$ cat config.mk
export PLATFORM = sky130hd
export DESIGN_NAME = tmr_cc_channel
export DESIGN_NICKNAME = d
export VERILOG_FILES = /design/src/rtl/tmr_cc_pkg.sv /design/src/rtl/cc_edge_detect.sv /design/src/rtl/cc_chan_reg.sv /design/src/rtl/cc_compare.sv /design/src/rtl/tmr_cc_channel.sv
export SDC_FILE = /design/constraint.sdc
export NUM_CORES = 1
export LEC_CHECK = 0
export ABC_AREA = 0
export BUFFER_PORTS_ARGS = -buffer_cell sky130_fd_sc_hd__buf_2
export CORE_MARGIN = 2
export CORE_UTILIZATION = 50
export DETAILED_ROUTE_END_ITERATION = 8
export HOLD_SLACK_MARGIN = 0.1
export PLACE_DENSITY_LB_ADDON = 0.08
export SLEW_MARGIN = 20
export SYNTH_ARGS = -nofsm -noshare
export SYNTH_HDL_FRONTEND = slang
export SYNTH_SLANG_ARGS = --single-unit
$ cat constraint.sdc
create_clock -name clk -period 1.95 [get_ports clk]
set_input_delay 0.39 -clock clk [delete_from_list [all_inputs] [get_ports clk]]
set_output_delay 0.39 -clock clk [all_outputs]
set_load 0.02 [all_outputs]
$ cat src/rtl/tmr_cc_pkg.sv
package tmr_cc_pkg;

  typedef enum logic [1:0] {
    CC_CMP_IMM   = 2'b00,
    CC_CMP_BATCH = 2'b01,
    CC_CAP_FREE  = 2'b10,
    CC_CAP_PULSE = 2'b11
  } cc_mode_e;

  typedef enum logic [1:0] {
    EDGE_NONE = 2'b00,
    EDGE_RISE = 2'b01,
    EDGE_FALL = 2'b10,
    EDGE_BOTH = 2'b11
  } cc_edge_e;

  function automatic logic is_capture(input cc_mode_e m);
    return m[1];
  endfunction

endpackage

$ cat src/rtl/cc_edge_detect.sv
module cc_edge_detect #(
  parameter int STAGES = 2
) (
  input  logic       clk,
  input  logic       rst,
  input  logic       sig_i,
  input  logic [1:0] sel_i,
  output logic       edge_o
);
  logic [STAGES-1:0] sync_q;
  logic              prev_q;
  logic              synced;

  generate
    if (STAGES == 1) begin : g_single
      always_ff @(posedge clk) begin
        if (rst) sync_q <= '0;
        else     sync_q <= sig_i;
      end
    end else begin : g_chain
      always_ff @(posedge clk) begin
        if (rst) sync_q <= '0;
        else     sync_q <= {sync_q[STAGES-2:0], sig_i};
      end
    end
  endgenerate

  assign synced = sync_q[STAGES-1];

  always_ff @(posedge clk) begin
    if (rst) prev_q <= 1'b0;
    else     prev_q <= synced;
  end

  always_comb begin
    edge_o = (sel_i[0] & synced & ~prev_q) |
             (sel_i[1] & ~synced & prev_q);
  end
endmodule

$ cat src/rtl/cc_chan_reg.sv
module cc_chan_reg
  import tmr_cc_pkg::*;
#(
  parameter int CNT_W = 16
) (
  input  logic             clk,
  input  logic             rst,
  input  logic             cnt_en_i,
  input  cc_mode_e         mode_i,
  input  logic             wr_en_i,
  input  logic [CNT_W-1:0] wr_data_i,
  input  logic             rd_en_i,
  input  logic             edge_i,
  input  logic [CNT_W-1:0] count_i,
  output logic [CNT_W-1:0] chan_o,
  output logic [CNT_W-1:0] rd_data_o,
  output logic             clr_o
);
  logic [CNT_W-1:0] chan_q;
  logic             cap_mode;
  logic             take_cap;

  always_comb begin
    cap_mode = is_capture(mode_i);
    take_cap = cnt_en_i & cap_mode & edge_i;
  end

  always_ff @(posedge clk) begin
    if (rst) begin
      chan_q    <= '0;
      rd_data_o <= '0;
      clr_o     <= 1'b0;
    end else begin
      if (rd_en_i) rd_data_o <= chan_q;
      clr_o <= take_cap & (mode_i == CC_CAP_PULSE);
      if (cap_mode) begin
        if (!cnt_en_i)    chan_q <= '0;
        else if (take_cap) chan_q <= count_i;
      end else if (wr_en_i) begin
        chan_q <= wr_data_i;
      end
    end
  end

  assign chan_o = chan_q;
endmodule

$ cat src/rtl/cc_compare.sv
module cc_compare
  import tmr_cc_pkg::*;
#(
  parameter int CNT_W = 16
) (
  input  logic             clk,
  input  logic             rst,
  input  logic             cnt_en_i,
  input  cc_mode_e         mode_i,
  input  logic             wr_en_i,
  input  logic [CNT_W-1:0] wr_data_i,
  input  logic [CNT_W-1:0] chan_i,
  input  logic [CNT_W-1:0] count_i,
  input  logic [CNT_W-1:0] period_i,
  input  logic             out_en_i,
  output logic             irq_o,
  output logic             pin_o,
  output logic             pend_o
);
  logic [CNT_W-1:0] shadow_q;
  logic             hit;
  logic             reload;

  always_comb begin
    hit    = cnt_en_i & ~is_capture(mode_i) & (count_i == shadow_q);
    reload = cnt_en_i & (mode_i == CC_CMP_BATCH) & (count_i == period_i);
  end

  always_ff @(posedge clk) begin
    if (rst) begin
      shadow_q <= '0;
      pend_o   <= 1'b0;
      irq_o    <= 1'b0;
      pin_o    <= 1'b0;
    end else begin
      irq_o <= hit;
      if (hit && out_en_i) pin_o <= ~pin_o;
      case (mode_i)
        CC_CMP_IMM: begin
          if (wr_en_i) shadow_q <= wr_data_i;
          pend_o <= 1'b0;
        end
        CC_CMP_BATCH: begin
          if (reload) shadow_q <= chan_i;
          if (wr_en_i)     pend_o <= 1'b1;
          else if (reload) pend_o <= 1'b0;
        end
        default: ;
      endcase
    end
  end
endmodule

$ cat src/rtl/tmr_cc_channel.sv
module tmr_cc_channel
  import tmr_cc_pkg::*;
#(
  parameter int CNT_W       = 16,
  parameter int SYNC_STAGES = 2
) (
  input  logic             clk,
  input  logic             rst,
  input  logic             cnt_en_i,
  input  logic [1:0]       mode_i,
  input  logic [1:0]       edge_sel_i,
  input  logic             out_en_i,
  input  logic             wr_en_i,
  input  logic [CNT_W-1:0] wr_data_i,
  input  logic             rd_en_i,
  output logic [CNT_W-1:0] rd_data_o,
  input  logic [CNT_W-1:0] count_i,
  input  logic [CNT_W-1:0] period_i,
  input  logic             cap_in_i,
  output logic             match_irq_o,
  output logic             clr_req_o,
  output logic             cmp_out_o,
  output logic             wr_pend_o
);
  cc_mode_e         mode;
  logic             cap_edge;
  logic [CNT_W-1:0] chan_q;

  assign mode = cc_mode_e'(mode_i);

  cc_edge_detect #(.STAGES(SYNC_STAGES)) u_edge (
    .clk    (clk),
    .rst    (rst),
    .sig_i  (cap_in_i),
    .sel_i  (edge_sel_i),
    .edge_o (cap_edge)
  );

  cc_chan_reg #(.CNT_W(CNT_W)) u_reg (
    .clk       (clk),
    .rst       (rst),
    .cnt_en_i  (cnt_en_i),
    .mode_i    (mode),
    .wr_en_i   (wr_en_i),
    .wr_data_i (wr_data_i),
    .rd_en_i   (rd_en_i),
    .edge_i    (cap_edge),
    .count_i   (count_i),
    .chan_o    (chan_q),
    .rd_data_o (rd_data_o),
    .clr_o     (clr_req_o)
  );

  cc_compare #(.CNT_W(CNT_W)) u_cmp (
    .clk       (clk),
    .rst       (rst),
    .cnt_en_i  (cnt_en_i),
    .mode_i    (mode),
    .wr_en_i   (wr_en_i),
    .wr_data_i (wr_data_i),
    .chan_i    (chan_q),
    .count_i   (count_i),
    .period_i  (period_i),
    .out_en_i  (out_en_i),
    .irq_o     (match_irq_o),
    .pin_o     (cmp_out_o),
    .pend_o    (wr_pend_o)
  );
endmodule

Yosys cells after proc, flatten, opt, wreduce, memory -nomap -nowiden
Cells that the tools add are included.
{"block": "totals", "out_inout_bits": 20, "in_bits": 59, "wordCells": 49, "ff_bits": 55}
{"block": "op_classes", "n_mux": 9, "n_bitwise": 16, "n_reduce_logical": 7, "eq_ne": 8}
{"op": "16-bit 2-to-1 mux", "n": 5}
{"op": "16-bit == test", "n": 2}
{"op": "16-bit one-hot mux with 2 select lines", "n": 1}
{"op": "1-bit bitwise AND", "n": 11}
{"op": "3-bit by 2-bit inequality test with 1-bit output, second input constant", "n": 2}
{"op": "1-bit inverter", "n": 4}
{"op": "2-bit AND reduction", "n": 2}
{"op": "2-bit nonzero test", "n": 2}
{"op": "3-bit AND reduction", "n": 1}
{"op": "2-bit by 1-bit == test with 1-bit output, second input constant", "n": 1}
{"op": "2-bit == test, second input constant", "n": 1}
{"op": "2-bit zero test", "n": 1}
{"op": "1-bit 2-to-1 mux", "n": 2}
{"op": "2-bit by 1-bit inequality test with 1-bit output, second input constant", "n": 1}
{"op": "2-bit inequality test, second input constant", "n": 1}
{"op": "1-bit one-hot mux with 2 select lines", "n": 1}
{"op": "1-bit logical AND", "n": 1}
{"op": "1-bit OR", "n": 1}

Logic depth before layout (Yosys ltp)
Gate-level depths: netlist of run 1.
{"block": "depth", "depth_word": 8, "mapped_depth": 6, "mapped_depth_nobuf": 5}

By module
Synthesis of run 1 repeated with hierarchy kept, for this count alone.
{"block": "unflattened", "hier_cells": 329, "area_unflattened_um2": 3021.6}
{"module": "cc_chan_reg", "seq_area_each_um2": 660.6, "instances": 1, "area_each_um2": 1482.7, "cells_per_inst": 147}
{"module": "cc_compare", "seq_area_each_um2": 380.4, "instances": 1, "area_each_um2": 1441.4, "cells_per_inst": 173}
{"module": "cc_edge_detect", "seq_area_each_um2": 60.1, "instances": 1, "area_each_um2": 97.6, "cells_per_inst": 9}

Worst setup path after synthesis of run 1
OpenSTA, ideal clock, no wires.
{"block": "synth_path", "kind": "input to register", "startpoint": "input port count_i[12]", "endpoint": "register u_cmp.shadow_q[7]", "required_time_ns": 1.804, "stages": 6, "t_arrival_ns": 1.477, "path_buffers": 1, "setup_slack_ns": 0.326, "setup_ns": 0.146, "path_cell_list": "xnor2_1 -> nand4_1 -> nor4_4 -> a21o_2 -> buf_6 -> a221oi_1"}
{"block": "synth_between", "elab_chain_cells": 4}
{"item": "from (decl)", "line": "tmr_cc_channel.sv:17", "rtl": "input logic [CNT_W-1:0] count_i,"}
{"item": "16-bit == test", "line": "cc_compare.sv:26", "rtl": "reload = cnt_en_i & (mode_i == CC_CMP_BATCH) & (count_i == period_i);"}
{"item": "1-bit bitwise AND", "line": "cc_compare.sv:26"}
{"item": "2-bit by 1-bit inequality test with 1-bit output (no line)"}
{"item": "3-bit AND reduction (no line)"}
{"item": "to (signal assigned)", "line": "cc_compare.sv:40", "rtl": "if (wr_en_i) shadow_q <= wr_data_i;"}
{"item": "to (signal assigned)", "line": "cc_compare.sv:44", "rtl": "if (reload) shadow_q <= chan_i;"}
{"item": "to (decl)", "line": "cc_compare.sv:20", "rtl": "logic [CNT_W-1:0] shadow_q;"}
No other way between the ends.
A chain may end at the register's enable or synchronous reset.

Worst setup path after layout of run 1
{"block": "layout_path", "startpoint": "register u_cmp.shadow_q[12]", "endpoint": "register u_cmp.pin_o"}
{"block": "layout_between", "elab_chain_cells": 3}
{"item": "16-bit == test", "line": "cc_compare.sv:25", "rtl": "hit = cnt_en_i & ~is_capture(mode_i) & (count_i == shadow_q);"}
{"item": "1-bit bitwise AND", "line": "cc_compare.sv:25"}
{"item": "1-bit logical AND", "line": "cc_compare.sv:37", "rtl": "if (hit && out_en_i) pin_o <= ~pin_o;"}
{"item": "to (signal assigned)", "line": "cc_compare.sv:37"}
{"item": "to (decl)", "line": "cc_compare.sv:17", "rtl": "output logic pin_o,"}
No other way between the ends.

==> run metrics, run 1 <==
number of remaining DRC errors=0; worst reg2reg endpoint=u_cmp.pin_o; Reg clk slew, reported paths=about 0.1 ns; total track usage=between 20% and 30%; area leader, netlist=dfxtp_1; crit path kind=register to register; Reg area=~0.0011 mm²; logic gate share of total power=19.8%; synth top area cells=dfxtp_1 (40%), mux2i_1 (12%), nor2_1 (6.5%), a221oi_2 (5.4%), xnor2_1 (5.4%); Setup crit end kind=register; total CTS buffers=5; hold depth=2; initial drt markers=67; Max-Cap Viols=0; final setup fails=0; max frequency=0.564 GHz; Via-to-Cell Ratio=5.18; post-route cell area=between 0.003 and 0.004 mm²; Slowest-stage cell, CP=or4_1; post-synthesis mux area share=around 12%; Pleak=1.52 nW; Synth Area in Compound Gates=16.7%; Final ANT Viol Nets=0; crit path DAT=between 2 and 2.5 ns; Synth Area in Simple Gates=approximately 18%; hold crit path type=input pin to register; Reg power frac=53.5%; Psw=0.000652 W; clk_skew=0.00800 ns; worst-path cell chain=xor2_1 -> nor4_1 -> nand4b_1 -> or4_1 -> a21oi_1; post-synthesis async set-or-reset flop share=0%; total gr overflow=0; Antenna Diode Count=0; Post-CTS Hold Fix Bufs=0; final WL=~6500 µm; Initial Utilization=about half; internal power=around 0.0016 W; Syn Nets=348; r2r worst-path depth=5; # resized after CTS=0; pin slew with the least headroom to its limit=about 0.55 ns; Synth top area share=between 30% and 40%; PortBufs=78; Post-synth top flop=dfxtp_1; I/O pins=79; Synth Area in Adders=0%; die height=between 70 and 80 µm; fin nets=430; DRT Pass-1 Iters=4; RSZ-0062 raised after global routing=false; Buf/Inv on CP=0; Layout area overhead=21.9%; main combinational cell family by area after synthesis=simple AND/OR/NAND/NOR gates; XOR/XNOR Fraction of Synth Area=slightly above 10%; post-synthesis cell type count=37; H-tree levels=2; worst vdd ir=0.000390 V; slew margin rel.=between 60% and 70%; Die X=between 70 and 80 µm; syn_area_per_cell=about 9.5 µm²; Hold Slack=approximately 0.30 ns; layout cells sized above 1=between 30% and 40%; CTS tree=yes; clock latency on the worst-skew pair=about 0.3 ns; vias in the first global route=between 2000 and 2500; Longest Clk Path Bufs=2; fill count=slightly below 500; Fin. Hold Viols=0; routability congestion estimate=0.822; flops & latches, synth=55; sequential element share of the synthesized area=between 30% and 40%; CP Max Fanout=2; Post-Syn Instances=289; HP Start=cap_in_i; first-pass GRT wire length=approximately 11000 µm; placed inst area=0.00327 mm²; Clk network pwr share=roughly a quarter; die footprint=around 0.006 mm²; power density over the cells=a little under 700 mW/mm²; routed vias=2298; R2R setup slack=roughly 0.18 ns; multi-input logic area=roughly 0.0015 mm²; num rows=27; crit-path leading delay family=simple AND/OR/NAND/NOR gates; crit-path max cell delay=approximately 0.49 ns; antenna violations before repair=0; outcome=complete, no violations; FF-to-FF Start=u_cmp.shadow_q[12]; Final Max Slew Viols=0; TNS Setup=0 ns; synth warn=0; fin crit share=between 90% and 100%; Hold EP=u_edge.sync_q[0]; Sw Ratio=around 28%; CTS Sinks=between 50 and 60; Post-synth EDFFs=0; routed len/inst=14.6 µm; Syn Std Cell Area=0.00276 mm²; Worst Setup Start Kind=register; largest net degree at the start of global routing=25; Core Box Area=about 0.0054 mm²; Min Clock Period, post-route=1.77 ns; Critical Path RT=approximately 2.2 ns; DP HPWL=roughly 5000 µm; CTS root buffer=clkbuf_8; postcts setup bufs=0
## worst reg2reg max path, cell delays in order, from the launching register on
cell      delay [ns]
dfxtp_1         0.34
xor2_1          0.16
nor4_1          0.40
nand4b_1        0.18
or4_1           0.49
a21oi_1         0.14
## cell usage after synthesis, types with 2 or more instances
| master | number |
|---|---|
| mux2i_1 | 32 |
| dfxtp_1 | 55 |
| a221oi_1 | 6 |
| a21oi_1 | 18 |
| buf_2 | 3 |
| clkbuf_1 | 11 |
| nor4_1 | 4 |
| xor2_1 | 15 |
| buf_6 | 2 |
| nor2b_1 | 19 |
| a211oi_1 | 16 |
| xnor2_1 | 17 |
| nand4_1 | 3 |
| nand2_1 | 6 |
| nor2_1 | 48 |
| buf_4 | 3 |
| a221oi_2 | 10 |
| a21o_2 | 2 |
## cell type report
| cell class | count | area share [%] |
|---|---|---|
| well taps | 72 | 2.68 |
| repair buffers | 95 | 15.8 |
| clock buffers | 5 | 2.05 |
| multi-input cells | 213 | 46.0 |
| clock inverters | 3 | 0.595 |
| flip-flops and latches | 55 | 32.8 |
| inverters | 1 | 0.112 |
## through the flow
step                      setup slack, ns  util (%)  power [W]  std cells
after floorplan                     0.326         -    0.00154        289
after global placement            0.00421      60.6    0.00171        436
after detailed placement         -0.00203      60.6    0.00172        436
after global routing               0.0437      62.2    0.00243        444
final                               0.177      62.2    0.00230        444
after CTS                           0.165      62.2    0.00234        444
## state kept, by name, indices dropped and copies added, names as in the netlist
name / flops
u_reg.chan_o: 16
u_cmp.pin_o: 1
u_cmp.pend_o: 1
u_reg.rd_data_o: 16
u_edge.prev_q: 1
u_cmp.irq_o: 1
u_cmp.shadow_q: 16
u_reg.clr_o: 1
u_edge.sync_q: 2
## placed cells by master, fill, tap and decap left out
master,synthesis,layout
nand3b_1,1,1
a211oi_1,16,16
a22oi_1,1,1
mux2i_1,32,32
a221oi_1,6,6
nand3_2,1,1
nor4_1,4,4
nand4b_1,1,1
nand4_1,3,3
and2_1,1,1
clkbuf_8,0,5
clkinvlp_4,0,2
nand2_2,1,1
nand2_1,6,6
clkinv_2,0,1
nor3_1,1,1
buf_4,3,16
nor4bb_1,1,1
xnor2_1,17,17
nor2_1,48,48
o22a_1,1,1
nor4_4,1,1
xor2_1,15,15
nand3_1,1,1
dfxtp_1,55,55
a21oi_1,18,18
nor3b_2,1,1
o22ai_1,1,1
o31ai_1,1,1
buf_12,0,1
nor2b_1,19,19
a221oi_2,10,10
nor2b_4,1,1
or2b_1,1,1
inv_1,1,1
buf_2,3,78
a21o_2,2,2
or4_1,1,1
## per-layer routing
layer | track usage, % | routed length [µm]
met3 | 4.02 | 290
met1 | 30.2 | 3050
met4 | 5.09 | 28
met5 | 0 | 0
met2 | 37.2 | 3100
## power by group through the flow
stage	Sequential [W]	Combinational, W	Clock (W)
3_3_place_gp	0.00126	0.000453	0
6_report	0.00123	0.000456	0.000614
5_1_grt	0.00124	0.000504	0.000682
3_5_place_dp	0.00126	0.000459	0
2_1_floorplan	0.00127	0.000271	0
4_1_cts	0.00123	0.000460	0.000643
## cells by family (layout without fill, tap and decap cells)
group | after synthesis | count (layout)
xor+xnor | 32 | 32
mux | 32 | 32
compound gates | 56 | 56
flops | 55 | 55
buf+inv | 21 | 104
simple gates | 93 | 93
## how the worst max path moves through the flow
stage	from	to	slack, ns	cells past startpoint
after floorplan	count_i[12]	u_cmp.shadow_q[7]	0.33	6
after detailed placement	count_i[2]	u_cmp.pin_o	-0.002	6
after global placement	count_i[4]	u_cmp.pin_o	0.004	6
after CTS	u_cmp.shadow_q[12]	u_cmp.pin_o	0.16	5
after global routing	u_cmp.shadow_q[12]	u_cmp.pin_o	0.04	5
final	u_cmp.shadow_q[12]	u_cmp.pin_o	0.18	5
Power figures use the tool's default switching activity.
==> run 2: changes to the inputs <==
- BUFFER_PORTS_ARGS: -buffer_cell sky130_fd_sc_hd__buf_2 -> not set
- DONT_BUFFER_PORTS: not set -> 1
==> run 2 against run 1 <==
Net effect: non-clock buffer count fell by 86; count of clock-buffer cells in the layout is 1 higher; sequential share of layout area is 5.2 points higher; final area down 14%; clock skew is 0.0028 ns lower; global-route usage is essentially flat; critical path depth stayed put; setup slack got worse by 0.012 ns; power down 4.4%; flip-flop and latch count is the same.
==> run metrics, run 2 (same netlist as run 1, synthesis figures left out) <==
total CTS buffers=5 (unchanged); postcts setup bufs=0 (unchanged); Psw=0.000581 W (was 0.000652 W); H-tree levels=2 (unchanged); Clk network pwr share=29.7% (was 26.7%); PortBufs=0 (was 78); DP HPWL=4690 µm (was 5040 µm); Setup crit end kind=register (unchanged); I/O pins=79 (unchanged); Antenna Diode Count=0 (unchanged); CTS tree=yes (unchanged); Pleak=1.15 nW (was 1.52 nW); crit-path max cell delay=0.48 ns (was 0.49 ns); pin slew with the least headroom to its limit=0.487 ns (was 0.545 ns); slew margin rel.=67.2% (was 63.6%); Min Clock Period, post-route=1.79 ns (was 1.77 ns); vias in the first global route=2034 (was 2170); number of remaining DRC errors=0 (unchanged); routed vias=2005 (was 2298); die footprint=0.00613 mm² (unchanged); Max-Cap Viols=0 (unchanged); routability congestion estimate=0.845 (was 0.822); worst vdd ir=0.000364 V (was 0.000390 V); internal power=0.00162 W (was 0.00165 W); CP Max Fanout=2 (unchanged); hold crit path type=input pin to register (unchanged); Fin. Hold Viols=0 (unchanged); clock latency on the worst-skew pair=0.31 ns (was 0.30 ns); routed len/inst=18.3 µm (was 14.6 µm); CTS root buffer=clkbuf_8 (unchanged); layout cells sized above 1=11.9% (was 32.3%); DRT Pass-1 Iters=4 (unchanged); TNS Setup=0 ns (unchanged); fin nets=344 (was 430); RSZ-0062 raised after global routing=false (unchanged); most common cell after layout, fill and taps aside=dfxtp_1 (was buf_2); placed inst area=0.00281 mm² (was 0.00327 mm²); CTS Sinks=55 (unchanged); final setup fails=0 (unchanged); power density over the cells=758 mW/mm² (was 685 mW/mm²); Final Max Slew Viols=0 (unchanged); Core Box Area=0.00541 mm² (unchanged); Die X=78.3 µm (unchanged); fin crit share=91.6% (was 90.9%); logic gate share of total power=13.3% (was 19.8%); crit path kind=register to register (unchanged); total gr overflow=0 (unchanged); Layout area overhead=5.31% (was 21.9%); total track usage=22.3% (about the same); num rows=27 (unchanged); Via-to-Cell Ratio=5.62 (was 5.18); post-route cell area=0.00290 mm² (was 0.00336 mm²); most frequent cells in the layout=dfxtp_1 (55), nor2_1 (48), mux2i_1 (32) (was buf_2 (78), dfxtp_1 (55), nor2_1 (48)); R2R setup slack=0.16 ns (was 0.18 ns); worst-path cell chain=xor2_1 -> nor4_1 -> nand3b_1 -> or4_1 -> a21oi_1 (was xor2_1 -> nor4_1 -> nand4b_1 -> or4_1 -> a21oi_1); Reg clk slew, reported paths=0.10 ns (about the same); clk_skew=0.00522 ns (was 0.00800 ns); first-pass GRT wire length=10600 µm (was 10800 µm); Worst Setup Start Kind=register (unchanged); largest net degree at the start of global routing=56 (was 25); Final ANT Viol Nets=0 (unchanged); final WL=6530 µm (was 6460 µm); Sw Ratio=26.4% (was 28.3%); die height=78.3 µm (unchanged); antenna violations before repair=0 (unchanged); max frequency=0.560 GHz (was 0.564 GHz); Longest Clk Path Bufs=2 (unchanged); outcome=complete, no violations (unchanged); initial drt markers=83 (was 67); crit path DAT=2.03 ns (was 2.01 ns); Initial Utilization=51.0% (unchanged); Reg power frac=57.1% (was 53.5%); Critical Path RT=2.20 ns (was 2.18 ns); Slowest-stage cell, CP=nor4_1 (was or4_1)
## run 2: changes by cell type in the layout (fill, tap and decap cells not counted), sizes merged
| cell | change |
|---|---|
| clkbuf | +1 |
| buf | -86 |
| clkinvlp | -2 |
## run 2: area by class of cell
class / instances / area, µm²
Multi-Input combinational cell: 213 / 1550
Clock buffer: 6 / 82.6
Timing Repair Buffer: 9 / 67.6
Fill cell: 509 / 2500
Tap cell: 72 / 90.1
Clock inverter: 1 / 5.00
Sequential cell: 55 / 1100
Inverter: 1 / 3.75
## run 2: power groups by stage
stage | registers (W) | clock network, W | logic [W]
6_report | 0.00126 | 0.000653 | 0.000292
3_3_place_gp | 0.00128 | 0 | 0.000287
2_1_floorplan | 0.00127 | 0 | 0.000271
3_5_place_dp | 0.00128 | 0 | 0.000292
4_1_cts | 0.00126 | 0.000661 | 0.000293
5_1_grt | 0.00127 | 0.000700 | 0.000327
## run 2: critical path, delay by kind of cell, from the launching register on
kind | cells | cell delay (ns)
compound gates | 1 | 0.14
xor+xnor | 1 | 0.18
flops | 1 | 0.35
simple gates | 3 | 1.06
## run 2: routing by layer
| layer | vias up | track usage [%] | share of wire (%) | wire [µm] |
|---|---|---|---|---|
| li1 | 1013 | - | - | - |
| met3 | 8 | 6.67 | 6.6 | 434 |
| met2 | 62 | 34.1 | 46 | 3010 |
| met5 | - | 0 | 0 | 0 |
| met1 | 922 | 30.6 | 46 | 3010 |
| met4 | 0 | 5.96 | 1.3 | 82 |
## run 2: worst paths after layout
| check | start | endpoint | cells after the start |
|---|---|---|---|
| worst min register to register | u_edge.sync_q[0] | u_edge.sync_q[1] | 1 |
| worst max register to register | u_cmp.shadow_q[4] | u_cmp.pin_o | 5 |
| worst min-delay path | rst | u_reg.chan_o[15] | 1 |
| worst max-delay path | u_cmp.shadow_q[4] | u_cmp.pin_o | 5 |
## run 2: through the flow
stage,hold slack [ns],worst slack [ns],std cells,total power (W),utilization (%)
2_1_floorplan,0.414,0.326,289,0.00154,-
3_3_place_gp,0.423,0.0527,350,0.00157,52.0
3_5_place_dp,0.427,0.000777,350,0.00157,52.0
4_1_cts,0.129,0.0994,357,0.00221,53.6
5_1_grt,0.134,0.0682,357,0.00229,53.7
6_report,0.139,0.165,357,0.00220,53.7
## run 2: timing repair
item                                    4_1_cts  5_1_grt
gates resized for setup                       0        1
endpoints found under the setup margin        0        1
hold buffers                                  0        0
==> run 3: changes to the inputs <==
- CORE_MARGIN: 2 -> 1.5
==> run 3 against run 2 <==
Net effect: combinational power down 3%; fmax is 2.7% higher; power grew 6.7%; clock skew is 0.0038 ns higher; worst hold slack got worse by 0.0059 ns; via count increased by 3.7%; global-route usage up 0.78 points; largest cell class unchanged.
==> run metrics, run 3 (same netlist as run 1, synthesis figures left out) <==
Final Max Slew Viols=0 (unchanged); Hold EP=u_edge.sync_q[1] (was u_reg.chan_o[15]); routed len/inst=18.3 µm (about the same); crit-path max cell delay=0.45 ns (was 0.48 ns); PortBufs=0 (unchanged); clock latency on the worst-skew pair=0.31 ns (about the same); final setup margin=0.211 ns (was 0.165 ns); CTS root buffer=clkbuf_8 (unchanged); worst reg2reg endpoint=u_cmp.pin_o (unchanged); fin nets=343 (was 344); placed inst area=0.00281 mm² (about the same); die footprint=0.00597 mm² (was 0.00613 mm²); Post-CTS Hold Fix Bufs=0 (unchanged); Psw=0.000587 W (was 0.000581 W); hold crit path type=input pin to register (unchanged); fill count=496 (was 509); vias in the first global route=2106 (was 2034); total track usage=23.1% (was 22.3%); most common cell after layout, fill and taps aside=dfxtp_1 (unchanged); antenna violations before repair=0 (unchanged); multi-input logic area=0.00155 mm² (about the same); number of remaining DRC errors=0 (unchanged); Via-to-Cell Ratio=5.86 (was 5.62); Critical Path RT=2.20 ns (about the same); Pleak=1.16 nW (was 1.15 nW); HP Start=rst (unchanged); postcts setup bufs=0 (unchanged); internal power=0.00176 W (was 0.00162 W); total gr overflow=0 (unchanged); Worst Setup Start Kind=register (unchanged); Die X=77.3 µm (was 78.3 µm); clk_skew=0.00899 ns (was 0.00522 ns); crit path DAT=1.99 ns (was 2.03 ns); # resized after CTS=0 (unchanged); H-tree levels=2 (unchanged); max frequency=0.575 GHz (was 0.560 GHz); Clk network pwr share=34.4% (was 29.7%); largest net degree at the start of global routing=56 (unchanged); worst vdd ir=0.000393 V (was 0.000364 V); fin crit share=89.2% (was 91.6%); Core Box Area=0.00520 mm² (was 0.00541 mm²); first-pass GRT wire length=10700 µm (was 10600 µm); post-route cell area=0.00293 mm² (was 0.00290 mm²); Power, Total=0.00235 W (was 0.00220 W); Reg clk slew, reported paths=0.10 ns (about the same); CP Max Fanout=2 (unchanged); DP HPWL=4610 µm (was 4690 µm); final WL=6500 µm (was 6530 µm); r2r worst-path depth=5 (unchanged); Setup crit end kind=register (unchanged); Antenna Diode Count=0 (unchanged); crit path kind=register to register (unchanged); Fin. Hold Viols=0 (unchanged); DRT Pass-1 Iters=5 (was 4); hold depth=1 (unchanged); outcome=complete, no violations (unchanged); routed vias=2079 (was 2005); RSZ-0062 raised after global routing=false (unchanged); final setup fails=0 (unchanged); Final ANT Viol Nets=0 (unchanged); pin slew with the least headroom to its limit=0.969 ns (was 0.487 ns); Reg area=0.00110 mm² (unchanged); TNS Setup=0 ns (unchanged); logic gate share of total power=12.1% (was 13.3%); I/O pins=79 (unchanged); initial drt markers=152 (was 83); CTS tree=yes (unchanged); slew margin rel.=35.4% (was 67.2%); Min Clock Period, post-route=1.74 ns (was 1.79 ns); dpl ws=0.159 ns (was 0.000777 ns); Layout area overhead=6.40% (was 5.31%); CTS Sinks=55 (unchanged); Max-Cap Viols=0 (unchanged); Slowest-stage cell, CP=nor4_1 (unchanged); num rows=26 (was 27); layout cells sized above 1=11.6% (was 11.9%); power density over the cells=800 mW/mm² (was 758 mW/mm²); FF-to-FF Start=u_cmp.shadow_q[14] (was u_cmp.shadow_q[4]); Initial Utilization=53.0% (was 51.0%); most frequent cells in the layout=dfxtp_1 (55), nor2_1 (48), mux2i_1 (32) (unchanged); Reg power frac=53.5% (was 57.1%); worst-path cell chain=xor2_1 -> nor4_1 -> nand3b_1 -> or4_1 -> a21oi_1 (unchanged); Hold Slack=0.133 ns (was 0.139 ns); die height=77.3 µm (was 78.3 µm); R2R setup slack=0.21 ns (was 0.16 ns); total CTS buffers=5 (unchanged); routability congestion estimate=0.807 (was 0.845); Sw Ratio=25.0% (was 26.4%); Longest Clk Path Bufs=2 (unchanged)
==> run 3: cell types whose count changed in the layout (fill, tap and decap cells not counted), sizes merged <==
cell    delta
buf        -1
bufinv     +1
clkinv     -1
inv        +1
==> run 3: cell type report <==
cell class                 instances  area share [%]
multi-input combinational        213            52.8
sequential                        55            37.5
inverter                           1           0.128
clock buffer                       6            2.81
clock inverter                     2            1.32
timing repair buffer               8            2.47
tap                               70            2.99
==> run 3: how the worst max path moves through the flow <==
| stage | startpoint | end | slack (ns) | cells past startpoint |
|---|---|---|---|---|
| finish | u_cmp.shadow_q[14] | u_cmp.pin_o | 0.21 | 5 |
| floorplan | count_i[12] | u_cmp.shadow_q[7] | 0.33 | 6 |
| global route | u_cmp.shadow_q[14] | u_cmp.pin_o | 0.14 | 5 |
| CTS | u_cmp.shadow_q[14] | u_cmp.pin_o | 0.25 | 5 |
| global placement | count_i[14] | u_cmp.shadow_q[15] | 0.17 | 6 |
| detailed placement | count_i[14] | u_cmp.shadow_q[5] | 0.16 | 6 |
==> run 3: critical path, delay by kind of cell, from the launching register on <==
kind,cells,cell delay [ns]
xor gates and xnor gates,1,0.18
and+or+nand+nor,3,1.01
AOI/OAI and AO/OA,1,0.15
DFF,1,0.33
==> run 3: per-stage QoR <==
| step | utilization [%] | std cells |
|---|---|---|
| after floorplan | - | 289 |
| after global placement | 54.0 | 347 |
| after detailed placement | 54.0 | 347 |
| after CTS | 56.4 | 355 |
| after global routing | 56.4 | 355 |
| final | 56.4 | 355 |
==> run 3: power by group through the flow <==
stage	clock (W)	combinational, W	sequential, W
after floorplan	0	0.000271	0.00127
after global placement	0	0.000281	0.00128
after detailed placement	0	0.000284	0.00128
after CTS	0.000831	0.000285	0.00126
after global routing	0.000872	0.000320	0.00127
final	0.000808	0.000284	0.00126
==> run 3: per-layer routing <==
layer | track usage, % | part of all wire, % | up-vias
met5 | 0 | 0 | -
met4 | 6.00 | 1.1 | 0
met3 | 5.71 | 6.3 | 6
met2 | 36.6 | 45 | 72
met1 | 31.2 | 48 | 987
li1 | - | - | 1014
